$ cat config.mk
export PLATFORM = sky130hd
export DESIGN_NAME = pkt_wdog
export DESIGN_NICKNAME = d
export VERILOG_FILES = /design/src/rtl/pkt_wdog.sv
export SDC_FILE = /design/constraint.sdc
export NUM_CORES = 1
export LEC_CHECK = 0
export CAP_MARGIN = 20
export CORE_MARGIN = 2
export CORE_UTILIZATION = 40
export DETAILED_ROUTE_END_ITERATION = 10
export GPL_TIMING_DRIVEN = 0
export PLACE_DENSITY = 0.73
export SKIP_CTS_REPAIR_TIMING = 1
export SLEW_MARGIN = 20
export SYNTH_ARGS = -nofsm -noshare
export SYNTH_HDL_FRONTEND = slang
export SYNTH_SLANG_ARGS = --single-unit
$ cat constraint.sdc
create_clock -name clk -period 2.6 [get_ports clk]
set_input_delay 0.39 -clock clk [delete_from_list [all_inputs] [get_ports clk]]
set_output_delay 0.39 -clock clk [all_outputs]
set_load 0.05 [all_outputs]
$ cat src/rtl/pkt_wdog.sv
module pkt_wdog #(
  parameter int CNT_W         = 8,
  parameter int UNITS_PER_SEC = 1000
) (
  input  logic             clk,
  input  logic             rst,
  input  logic             enq_i,
  input  logic             deq_i,
  input  logic             tick_i,
  output logic             cancel_o,
  output logic             hol_down_o,
  output logic [CNT_W-1:0] count_o,
  output logic             underflow_o
);
  localparam int INTERVAL = (UNITS_PER_SEC + 19) / 20;
  localparam int TMR_W    = $clog2(INTERVAL + 1);
  localparam logic [CNT_W-1:0] CNT_MAX = {CNT_W{1'b1}};
  localparam logic [TMR_W-1:0] TMR_LOAD = TMR_W'(INTERVAL);

  logic [CNT_W-1:0] cnt_q;
  logic [TMR_W-1:0] rem_q;
  logic             armed_q, uf_q, fire_q;

  wire is_zero = (cnt_q == '0);
  wire is_one  = (cnt_q == CNT_W'(1));
  wire enq_only = enq_i & ~deq_i;
  wire deq_only = deq_i & ~enq_i;

  wire inc    = enq_only & (cnt_q != CNT_MAX);
  wire dec    = deq_only & ~is_zero;
  wire bad    = deq_only & is_zero;
  wire start  = enq_only & is_zero;
  wire reload = (dec & ~is_one) | (enq_i & deq_i & ~is_zero);
  wire stop   = dec & is_one;
  wire last   = tick_i & armed_q & (rem_q == TMR_W'(1));
  wire expire = last & ~start & ~reload & ~stop & ~is_zero;

  always_ff @(posedge clk) begin
    if (rst) begin
      cnt_q   <= '0;
      rem_q   <= '0;
      armed_q <= 1'b0;
      uf_q    <= 1'b0;
      fire_q  <= 1'b0;
    end else begin
      if (inc)      cnt_q <= cnt_q + CNT_W'(1);
      else if (dec) cnt_q <= cnt_q - CNT_W'(1);
      if (bad) uf_q <= 1'b1;
      if (start | reload) begin
        armed_q <= 1'b1;
        rem_q   <= TMR_LOAD;
      end else if (stop) begin
        armed_q <= 1'b0;
      end else if (tick_i & armed_q) begin
        if (rem_q == TMR_W'(1)) armed_q <= 1'b0;
        else                    rem_q   <= rem_q - TMR_W'(1);
      end
      fire_q <= expire;
    end
  end

  assign cancel_o    = fire_q;
  assign hol_down_o  = fire_q;
  assign count_o     = cnt_q;
  assign underflow_o = uf_q;
endmodule


* Yosys cells after proc, flatten, opt, wreduce, memory -nomap -nowiden *
Cells that the tools add are included.

word-level totals
  flip-flop bits (word level) = 17
  word-level logic and storage cells = 59

operators by class
  add/sub/neg operators = 3
  equality and inequality tests = 5
  mux-type cells = 10
  bitwise gates (word level) = 26
  reductions and logical operators = 9

operators with widths
  kind                                                   number
  2-to-1 mux 6 bit                                       4
  bitwise AND 1 bit                                      16
  2-to-1 mux 8 bit                                       2
  adder 8 x 1 -> 8 bit, second input constant            1
  == test 8 x 1 -> 1 bit, second input constant          1
  zero test 8 bit                                        1
  inequality test 8 bit, second input constant           1
  inverter 1 bit                                         8
  subtractor 8 x 1 -> 8 bit, second input constant       1
  == test 6 x 1 -> 1 bit, second input constant          1
  AND reduction 3 bit                                    2
  nonzero test 3 bit                                     2
  subtractor 6 x 1 -> 6 bit, second input constant       1
  2-to-1 mux 1 bit                                       4
  inequality test 2 x 1 -> 1 bit, second input constant  2
  nonzero test 2 bit                                     2
  OR 1 bit                                               2
  AND reduction 2 bit                                    1
  OR reduction 2 bit                                     1

* Longest topological paths before layout *
  word-level depth = 9
  gate-level depth with buffers = 7
  gate-level depth less buffers = 7

* Worst setup path before layout *
OpenSTA, ideal clock, no wires.

  path kind = reg2reg
  start = reg cnt_q[0] (netlist: count_o[0])
  end = reg rem_q[1]
  arrival = 2,320 ps
  path slack = 210 ps
  cell stages (with the launch flop) = 8
  buffers on the path = 0
  clock period less this slack = 2,390 ps
  cells stage by stage = dfxtp_1 > inv_1 > ha_1 > nor4bb_1 > nand3_1 > nand4_1 > mux2_2 > a21oi_1

on the way
  word-level cells in the longest chain between the ends = 8
  elaborated cells on any way between the ends = 16

ends and longest elaborated chain
  element                                                                         RTL line  source
  from (decl)                                                                     20        logic [CNT_W-1:0] cnt_q;
  from (signal assigned)                                                          46        if (inc) cnt_q <= cnt_q + CNT_W'(1);
  from (signal assigned)                                                          47        else if (dec) cnt_q <= cnt_q - CNT_W'(1);
  zero test 8 bit                                                                 24        wire is_zero = (cnt_q == '0);
  inverter 1 bit                                                                  30, 33
  bitwise AND 1 bit                                                               30        wire dec = deq_only & ~is_zero;
  bitwise AND 1 bit                                                               33        wire reload = (dec & ~is_one) | (enq_i & deq_i & ~is_zero);
  OR 1 bit                                                                        33
  OR 1 bit                                                                        49        if (start | reload) begin
  inequality test 2 x 1 -> 1 bit (no line) or nonzero test 2 bit (tied branches)  -
  AND reduction 3 bit (no line)                                                   -
  to (signal assigned)                                                            56        else rem_q <= rem_q - TMR_W'(1);
  to (decl)                                                                       21        logic [TMR_W-1:0] rem_q;

Parallel ways exist; a longest one is shown, timed or not.
A chain may end at the register's enable or synchronous reset.

* Worst setup path in the final report *
Ends and elaborated chain as after synthesis.

==> reports/metrics.cfg <==
[status]
outcome=finished, final reports clean

[routing]
drt_pass1_iterations=4
routed_via_density=5.59
vias=973
drtAntennaViolNets=0
drt_wl_total_mm=2.27
wire_per_inst_um=13.0
drt_iter0_markers=22
remaining_drc_errors=0

[grt]
antenna_found_initial=0
overflow=0
grt_max_degree=11
grt.total_usage_pct=15.3
grt_pass1_vias=923
grt_pass1_wl_mm=3.91

[die]
fp.dieH_um=55.6
dieArea_sq_um=3090
io_pins=16
die_w_um=55.6
initial_utilization_pct=42.6
num_rows=18
design.core.area_sq_um=2500

[worst_setup_path]
crit_chain=inv_1, ha_1, nor4bb_1, nand3_1, nand4_1, mux2_2, a21oi_1
crit_buf_inv=1
start_kind=flop
cpLargestDelayFamily=simple AND/OR/NAND/NOR gates
cp_data_required_time_ns=2.82
cp-startpoint=count_o[0]
reg2reg_depth=7
slowest_stage=dfxtp_1
end_kind=flop
critPathCapture=rem_q[1]
cp_max_fo=9
cp_num_cells=7
rrSetupSlack_ns=0.32
criticalPathCategory=flop to flop
worstReg2RegEnd=rem_q[1]
max_stage_delay_ns=0.50
arrival_ns=2.50
r2r-start=count_o[0]

[cells_and_area]
stdcell_count=174
multi_input_area_sq_um=674
nets=156
n_antenna_cell=0
postLayoutCellArea_sq_um=1280
nFillCells=254
final_common_cell=dfxtp_1
drive_gt1_share_pct=10.4
area.sequential_sq_um=340
layout_common_cells=dfxtp_1 (17), nor2_1 (16), clkdlybuf4s50_1 (15)
syn_to_final_growth_pct=20.1

[clock_network]
cts_buffers=3
cts_sinks=17
clock_latency_ns=0.28
htreeDepth=1
cts_tree=done
cts_root_buf=clkbuf_4
clk_pin_slew_ns=0.10
clockBufferDepth=2

[synthesis]
syn_inst=125
yosysWarnings=0
netlist_area_sq_um=1060
synth_seq_area_share_pct=32.0
synth_fp_nets=136
synth_seq_cells=17
syn_area_per_cell_sq_um=8.52
synth_cell_types=39

[timing]
worst_pin_slew_ns=0.502
clock.fmax_mhz=438
fin_skew_ns=0.00580
slew_headroom_pct=66.4
fin_setup_tns_ns=0
post-route-min-period_ns=2.28
fin_crit_sh_pct=87.9
slew_violations=0
rsz0062_at_grt=false
finalWorstSetupSlack_ns=0.315
setup_viol=0
hold_violations=0

[placement]
placed_cells=170
place_hpwl_mm=1.76
place_ws_ns=0.239
gp_congestion=0.919
io_buffers=15
place_area_sq_um=1250

[flow_run]
drv_cap=0

[power]
peakVddDrop_v=0.000480
powerDensity_nw_per_um2=824
fin_total_pwr_uw=1050
p_leak_uw=0.000478

[worst_hold_path]
min_path_type=flop to flop

## cells by family after synthesis
kind of cell / synth area share, %
and+or+nand+nor: 28.9
xor gates and xnor gates: 7.40
buffers and inverters: 4.70
AOI/OAI and AO/OA: 17.5
adders and majority gates: 7.05
muxes: 2.47
DFF: 32.0
## through the flow
step,util [%],hold WS [ns]
floorplan,-,0.459
global placement,50.1,0.453
detailed placement,50.1,0.460
CTS,51.2,0.484
global route,51.2,0.519
finish,51.2,0.475
## synthesized netlist by cell type (all sizes together)
| cell type | instances | area [sq um] |
|---|---|---|
| a41oi | 1 | 16.3 |
| and2 | 4 | 25.0 |
| a21oi | 8 | 43.8 |
| nor2b | 4 | 25.0 |
| nand4b | 1 | 8.76 |
| nand3 | 4 | 20.0 |
| or3 | 2 | 12.5 |
| nor4bb | 2 | 20.0 |
| a22oi | 2 | 15.0 |
| buf | 3 | 23.8 |
| o21ai | 4 | 20.0 |
| nand2 | 4 | 15.0 |
| and3 | 4 | 27.5 |
| mux2 | 2 | 26.3 |
| and2b | 1 | 8.76 |
| dfxtp | 17 | 340 |
| nor3 | 7 | 35.0 |
| ha | 6 | 75.1 |
| o2111ai | 1 | 8.76 |
| xnor2 | 5 | 43.8 |
| inv | 5 | 18.8 |
| a32oi | 1 | 8.76 |
| o211ai | 4 | 30.0 |
| or4b | 1 | 13.8 |
| a31oi | 2 | 12.5 |
| and4b | 1 | 10.0 |
| xor2 | 4 | 35.0 |
| nand4 | 3 | 18.8 |
| o2bb2ai | 1 | 8.76 |
| nor2 | 16 | 60.1 |
| nand3b | 1 | 7.51 |
| o21a | 2 | 22.5 |
| clkbuf | 2 | 7.51 |
## power by group
part | total (uW) | internal, uW | leakage [uW] | switching [uW]
combinational | 544 | 223 | 0.000323 | 321
clock | 139 | 59.5 | 0.0000150 | 79.7
sequential | 371 | 317 | 0.000140 | 54.1
## worst register-to-register path, cell delays in order (launching register included)
cell and delay, ns:
dfxtp_1 0.50, inv_1 0.13, ha_1 0.26, nor4bb_1 0.36, nand3_1 0.24, nand4_1 0.25, mux2_2 0.36, a21oi_1 0.13
## registers in the layout, summed over array words and instances, names as in the netlist
signal and flops:
cancel_o 1, count_o 8, rem_q 6, underflow_o 1, armed_q 1
## worst min-delay path by stage
stage / depth (start not counted) / to / from
5_1_grt: 2 / underflow_o / underflow_o
3_5_place_dp: 2 / underflow_o / underflow_o
2_1_floorplan: 1 / rem_q[4] / rst
6_report: 2 / underflow_o / underflow_o
3_3_place_gp: 2 / underflow_o / underflow_o
4_1_cts: 2 / underflow_o / underflow_o
## area by class of cell
cell class | instances | area share (%)
plain buffers | 5 | 2.45
clock buffers | 4 | 2.05
inverters | 5 | 1.47
multi-input cells | 98 | 52.7
flip-flops and latches | 17 | 26.6
well taps | 30 | 2.94
repair buffers | 15 | 11.7
## routing by layer
metal | vias up | track usage, % | part of all wire, %
met3 | 4 | 2.33 | 4.3
met2 | 28 | 26.2 | 48
met5 | - | 0 | 0
met1 | 453 | 19.3 | 46
li1 | 488 | - | -
met4 | 0 | 5.57 | 1.4
Power figures use the tool's default switching activity.
